**config.mk**
```make
export PLATFORM = sky130hd
export DESIGN_NAME = pdn_sequencer
export DESIGN_NICKNAME = d
export VERILOG_FILES = /design/src/rtl/pdn_pkg.sv /design/src/rtl/pdn_idle_timer.sv /design/src/rtl/pdn_section_gate.sv /design/src/rtl/pdn_sequencer.sv
export SDC_FILE = /design/constraint.sdc
export NUM_CORES = 1
export LEC_CHECK = 0
export BUFFER_PORTS_ARGS = -buffer_cell sky130_fd_sc_hd__buf_2
export CORE_UTILIZATION = 40
export CTS_CLUSTER_SIZE = 8
export DETAILED_ROUTE_END_ITERATION = 10
export GPL_TIMING_DRIVEN = 0
export SLEW_MARGIN = 0
export SYNTH_ARGS = -nofsm -noshare
export SYNTH_HDL_FRONTEND = slang
export SYNTH_SLANG_ARGS = --single-unit
```
**constraint.sdc**
```tcl
create_clock -name clk -period 3.3 [get_ports clk]
set_input_delay 0.33 -clock clk [delete_from_list [all_inputs] [get_ports clk]]
set_output_delay 0.33 -clock clk [all_outputs]
set_load 0.01 [all_outputs]
```
**src/rtl/pdn_pkg.sv**
```systemverilog
package pdn_pkg;

   // Section positions inside the power-down enable vector.
   typedef enum int unsigned {
      SECT_CDR   = 0,
      SECT_TXDAC = 1,
      SECT_RXEQ  = 2,
      SECT_TXPLL = 3,
      SECT_AUX   = 4
   } pdn_sect_e;

   localparam int unsigned PDN_NUM_SECT = 5;

   // 32 s of the 25 MHz reference.
   localparam longint unsigned PDN_REF_HZ       = 25_000_000;
   localparam longint unsigned PDN_DWELL_SEC    = 32;
   localparam int unsigned     PDN_TIMEOUT_DFLT = int'(PDN_REF_HZ * PDN_DWELL_SEC);

endpackage

```
**src/rtl/pdn_idle_timer.sv**
```systemverilog
module pdn_idle_timer #(
   parameter int unsigned TIMEOUT_CYCLES = pdn_pkg::PDN_TIMEOUT_DFLT
) (
   input  logic clk,
   input  logic rst_n,
   input  logic link_up,
   input  logic tx_en,
   output logic sleep
);

   localparam int unsigned CNT_W = $clog2(TIMEOUT_CYCLES + 1);
   localparam logic [CNT_W-1:0] LIMIT = CNT_W'(TIMEOUT_CYCLES);
   localparam logic [CNT_W-1:0] ONE   = CNT_W'(1);

   if (TIMEOUT_CYCLES < 2) begin : g_bad_timeout
      $error("pdn_idle_timer: TIMEOUT_CYCLES must be at least 2");
   end

   logic             idle;
   logic             full;
   logic [CNT_W-1:0] run_q;
   logic [CNT_W-1:0] run_d;

   assign idle = ~link_up & ~tx_en;
   assign full = (run_q == LIMIT);

   // Count idle edges, saturate at the limit, clear on any activity.
   always_comb begin
      if (!idle)
         run_d = '0;
      else if (full)
         run_d = run_q;
      else
         run_d = run_q + ONE;
   end

   always_ff @(posedge clk or negedge rst_n) begin
      if (!rst_n)
         run_q <= '0;
      else
         run_q <= run_d;
   end

   // Exit is combinational on the wake inputs; no edge needed.
   assign sleep = full & idle;

endmodule

```
**src/rtl/pdn_section_gate.sv**
```systemverilog
module pdn_section_gate #(
   parameter int unsigned NUM_SECT = pdn_pkg::PDN_NUM_SECT,
   parameter int unsigned DAC_IDX  = pdn_pkg::SECT_TXDAC
) (
   input  logic                sleep,
   input  logic [NUM_SECT-1:0] mask,
   output logic [NUM_SECT-1:0] pd_en,
   output logic                tx_hiz
);

   if (DAC_IDX >= NUM_SECT) begin : g_bad_dac
      $error("pdn_section_gate: DAC_IDX outside the section vector");
   end

   for (genvar i = 0; i < NUM_SECT; i++) begin : g_sect
      assign pd_en[i] = sleep & mask[i];
   end

   assign tx_hiz = pd_en[DAC_IDX];

endmodule

```
**src/rtl/pdn_sequencer.sv**
```systemverilog
module pdn_sequencer #(
   parameter int unsigned TIMEOUT_CYCLES = pdn_pkg::PDN_TIMEOUT_DFLT,
   parameter int unsigned NUM_SECT       = pdn_pkg::PDN_NUM_SECT
) (
   input  logic                clk,
   input  logic                rst_n,
   input  logic                link_up,
   input  logic                tx_en,
   input  logic [NUM_SECT-1:0] pd_mask,
   output logic                dpd_active,
   output logic [NUM_SECT-1:0] pd_en,
   output logic                tx_hiz
);

   if (NUM_SECT != pdn_pkg::PDN_NUM_SECT) begin : g_bad_sect
      $error("pdn_sequencer: section count must match the package");
   end

   logic sleep;

   pdn_idle_timer #(
      .TIMEOUT_CYCLES(TIMEOUT_CYCLES)
   ) u_timer (
      .clk    (clk),
      .rst_n  (rst_n),
      .link_up(link_up),
      .tx_en  (tx_en),
      .sleep  (sleep)
   );

   pdn_section_gate #(
      .NUM_SECT(NUM_SECT),
      .DAC_IDX (pdn_pkg::SECT_TXDAC)
   ) u_gate (
      .sleep (sleep),
      .mask  (pd_mask),
      .pd_en (pd_en),
      .tx_hiz(tx_hiz)
   );

   assign dpd_active = sleep;

endmodule

```
=== After elaboration in Yosys (flattened, before gate mapping) ===
Cells that the tools add are included.

* Register bits after elaboration: 30
* Word-level logic and storage cells: 15

* $add $sub $neg: 1
* Equal/unequal tests: 2
* Mux-type cells: 2
* Bitwise logic cells: 9

{| class="wikitable"
|+ Operator list
! cell !! count
|-
| two-way mux 30 bit || 2
|-
| adder 30 x 1 -> 30 bit (second input constant) || 1
|-
| equality test 30 bit (second input constant) || 1
|-
| bitwise AND 1 bit || 7
|-
| inequality test 2 bit (second input constant) || 1
|-
| inverter 1 bit || 2
|}

=== Depth between registers and ports, before layout ===
* Depth in word-level cells: 4
* Mapped depth: 8
* Gate-level depth less buffers: 7

=== By module ===
Synthesis repeated with hierarchy kept, for this count alone.

* Cells, all modules: 171
* Area total of the unflattened synthesis: 1636.6 µm²

{| class="wikitable"
|+ Modules (own cells, without submodules)
! module !! cells each !! area each (µm²) !! seq. area each (µm²) !! instances
|-
| pdn_idle_timer || 165 || 1597.8 || 750.7 || 1
|-
| pdn_section_gate || 6 || 38.8 || 0.0 || 1
|}

=== Worst setup path after synthesis ===
OpenSTA, ideal clock, no wires.

* Path type: register to output
* From: register u_timer.run_q[0]
* To: output port pd_en[1]
* Data arrival time: 1.768 ns
* Required time: 2.970 ns
* Stages on the path, launching flop included: 9
* Buffers on the path: 2
* Setup slack: 1.202 ns
* Path through: dfrtp_1 > inv_1 > ha_1 > nor3b_1 > nand4_1 > nor4_1 > buf_2 > and3_1 > buf_4

* Word-level cells in the longest chain between the ends: 3

{| class="wikitable"
|+ Ends and longest elaborated chain
! what !! RTL line !! text
|-
| start: declaration || pdn_idle_timer.sv:21 || <nowiki>logic [CNT_W-1:0] run_q;</nowiki>
|-
| start signal: assignment || pdn_idle_timer.sv:41 || <nowiki>run_q <= run_d;</nowiki>
|-
| equality test 30 bit || pdn_idle_timer.sv:25 || <nowiki>assign full = (run_q == LIMIT);</nowiki>
|-
| bitwise AND 1 bit || pdn_idle_timer.sv:45 || <nowiki>assign sleep = full & idle;</nowiki>
|-
| bitwise AND 1 bit || pdn_section_gate.sv:16 || <nowiki>assign pd_en[i] = sleep & mask[i];</nowiki>
|-
| end: declaration || pdn_sequencer.sv:11 || <nowiki>output logic [NUM_SECT-1:0] pd_en,</nowiki>
|}

Every way passes these cells.

=== Worst setup path after layout ===
Ends and elaborated chain as after synthesis.

==> out/qor.yml <==
min_period_ns: 2.64
cts_hold_buf: 0
rsz0062_at_grt: "no"
overflow: 0
synth_seq_cells: 30
rows: 23
dpl.hpwl_mm: 2.61
cp_cell_sequence: "inv_1 -> ha_1 -> nor3b_1 -> nand4_1 -> nor4_1 -> buf_2 -> and3_1 -> buf_4 -> buf_2"
setup-violations-final: 0
synth_fa_ha_area_share_pct: 1.49
fin_worst_skew_ns: 0.00589
ant_nets: 0
start_util_pct: 41.9
cts_setup_buffers: 0
drive_above_1_share_pct: 17.3
clock-root-buffer: "clkbuf_8"
yosysUniqueCellTypes: 35
vias_per_cell: 5.42
io_buffers: 15
grt_max_degree: 31
syn_inst: 179
cts_tree: "yes"
reg.largest.list: "u_timer.run_q (30)"
postLayoutCoreUtil_pct: 47.6
groute.usage.overall_pct: 19.1
drc_errors: 0
synth_top_family_by_area: "simple AND/OR/NAND/NOR gates"
tightestPinTransition_ns: 0.810
p_leak_nw: 0.847
wl_per_cell_um: 14.0
avgSynthCellArea_um2: 9.36
cts-buffers-inserted: 5
synth_nets: 190
hold_path_class: "in2async"
arrival_ns: 2.31
cts-resized-gates: 0
crit_path_end_kind: "output pin"
nets: 212
totalWireLength_mm: 3.54
fin_setup_tns_ns: 0
pin_count: 16
final.period_utilization_pct: 80.0
grt_pass1_vias: 1325
synth_simple_gate_area_share_pct: 33.8
gpl.final_weighted_congestion: 0.832
status: "finished clean"
cts_buffer_depth: 2
clk_pin_slew_ns: 0.06
htree_levels: 2
vias: 1365
antenna_found_initial: 0
dp_cells: 244
drt_iter0_markers: 34
ys_seq_area_share_pct: 44.8
cpMostUsedCell: "buf_2"
path_buf_inv: 4
worstSetupPathType: "reg2out"
drtPass1Iterations: 4
hold_violations: 0
final_cell_mix: "nor2_1, dfrtp_1, xor2_1"
cp_top_family: "simple AND/OR/NAND/NOR gates"
synth.cell_area_um2: 1680
area_delta_synth_final_pct: 13.7
antennaDiodeCount: 0
crit_fanout: 10
clock_latency_ns: 0.28
slew_headroom_pct: 45.5
fp.dieH_um: 66.7
required_ns: 2.97
synthMuxAreaShare_pct: 0.597
powerDensity_nw_per_um2: 364
cts_num_sinks: 30
die_x_um: 66.7
fmax_mhz: 379
yosysWarnings: 0
core_area_um2: 4000
ir_drop_mv: 0.195
slew_violations: 0
slowest_delay_ns: 0.42
synth_compound_area_share_pct: 2.69
synth_xor_area_share_pct: 12.5
largest_reg_flops: 30
regMostFlops: "u_timer.run_q"
drv_cap: 0
worst_setup_path_start_kind: "register"
grt_pass1_wl_mm: 6.23
slowest_stage: "dfrtp_1"
instances_no_fill: 252
dieArea_um2: 4450
-- where the power goes --
part	total (mW)	internal [mW]	switching, mW
combinational	0.0261	0.00802	0.0180
clock	0.297	0.168	0.129
sequential	0.371	0.369	0.00159
-- layout make-up --
type / count / area (um^2)
multi-input combinational: 137 / 857
buffer: 8 / 52.6
fill: 382 / 2100
sequential: 30 / 751
clock inverter: 1 / 5.00
inverter: 4 / 15.0
timing repair buffer: 15 / 75.1
tap: 50 / 62.6
clock buffer: 7 / 86.3
-- worst paths after layout --
path,startpoint,endpoint,slack [ns],cells past startpoint
worst max-delay path,u_timer.run_q[0],pd_en[1],0.66,9
worst min-delay path,rst_n,u_timer.run_q[8],0.09,1
worst max register to register,u_timer.run_q[1],u_timer.run_q[28],1.12,7
worst min register to register,u_timer.run_q[26],u_timer.run_q[26],0.56,2
max in group asynchronous,rst_n,u_timer.run_q[1],2.78,1
min in group clk,u_timer.run_q[26],u_timer.run_q[26],0.56,2
-- through the flow --
stage / cell area (um^2) / hold slack (ns) / setup WS [ns] / total power, mW
5_1_grt: 1900 / 0.134 / 0.402 / 0.727
3_3_place_gp: 1810 / 0.399 / 0.999 / 0.403
6_report: 1900 / 0.0865 / 0.660 / 0.693
2_1_floorplan: 1680 / 0.0344 / 1.20 / 0.388
3_5_place_dp: 1810 / 0.407 / 0.964 / 0.404
4_1_cts: 1900 / 0.107 / 0.640 / 0.705
-- synthesized netlist by cell type --
library cell | instances | share of area (%)
a21oi_1 | 5 | 1.5
and2_1 | 2 | 0.75
and3_1 | 7 | 2.6
and3_2 | 2 | 0.90
and4_2 | 1 | 0.60
buf_2 | 2 | 0.60
buf_4 | 1 | 0.45
buf_6 | 1 | 0.67
clkbuf_1 | 3 | 0.67
dfrtp_1 | 30 | 45
dlymetal6s2s_1 | 1 | 0.75
ha_1 | 2 | 1.5
inv_1 | 4 | 0.90
mux2i_1 | 1 | 0.60
nand2_1 | 13 | 2.9
nand3_1 | 10 | 3.0
nand3_2 | 1 | 0.60
nand3b_1 | 1 | 0.45
nand4_1 | 13 | 4.9
nand4_2 | 1 | 0.75
nand4_4 | 1 | 1.3
nor2_1 | 30 | 6.7
nor3_1 | 3 | 0.90
nor3b_1 | 1 | 0.45
nor4_1 | 5 | 1.9
nor4_4 | 1 | 1.3
nor4b_1 | 1 | 0.52
nor4bb_1 | 1 | 0.60
o21ai_0 | 4 | 1.2
or2_2 | 1 | 0.37
or2b_1 | 1 | 0.45
or3_1 | 4 | 1.5
or3b_2 | 1 | 0.52
xnor2_1 | 3 | 1.6
xor2_1 | 21 | 11
-- cell families after synthesis --
kind of cell	Yosys count
and+or+nand+nor	101
DFF	30
xor gates and xnor gates	24
buffers and inverters	12
AOI/OAI and AO/OA	9
adders and majority gates	2
muxes	1
-- routing by layer --
layer  share of wire, %  wire [um]  global-route usage [%]  vias up
met5                  0          0                       0        -
met4                1.4         51                    7.18        0
met3                4.8        171                    4.62        6
met2                 47       1670                    30.8       41
met1                 46       1640                    24.5      656
li1                   -          -                       -      662
(Power assumes the default switching activity.)
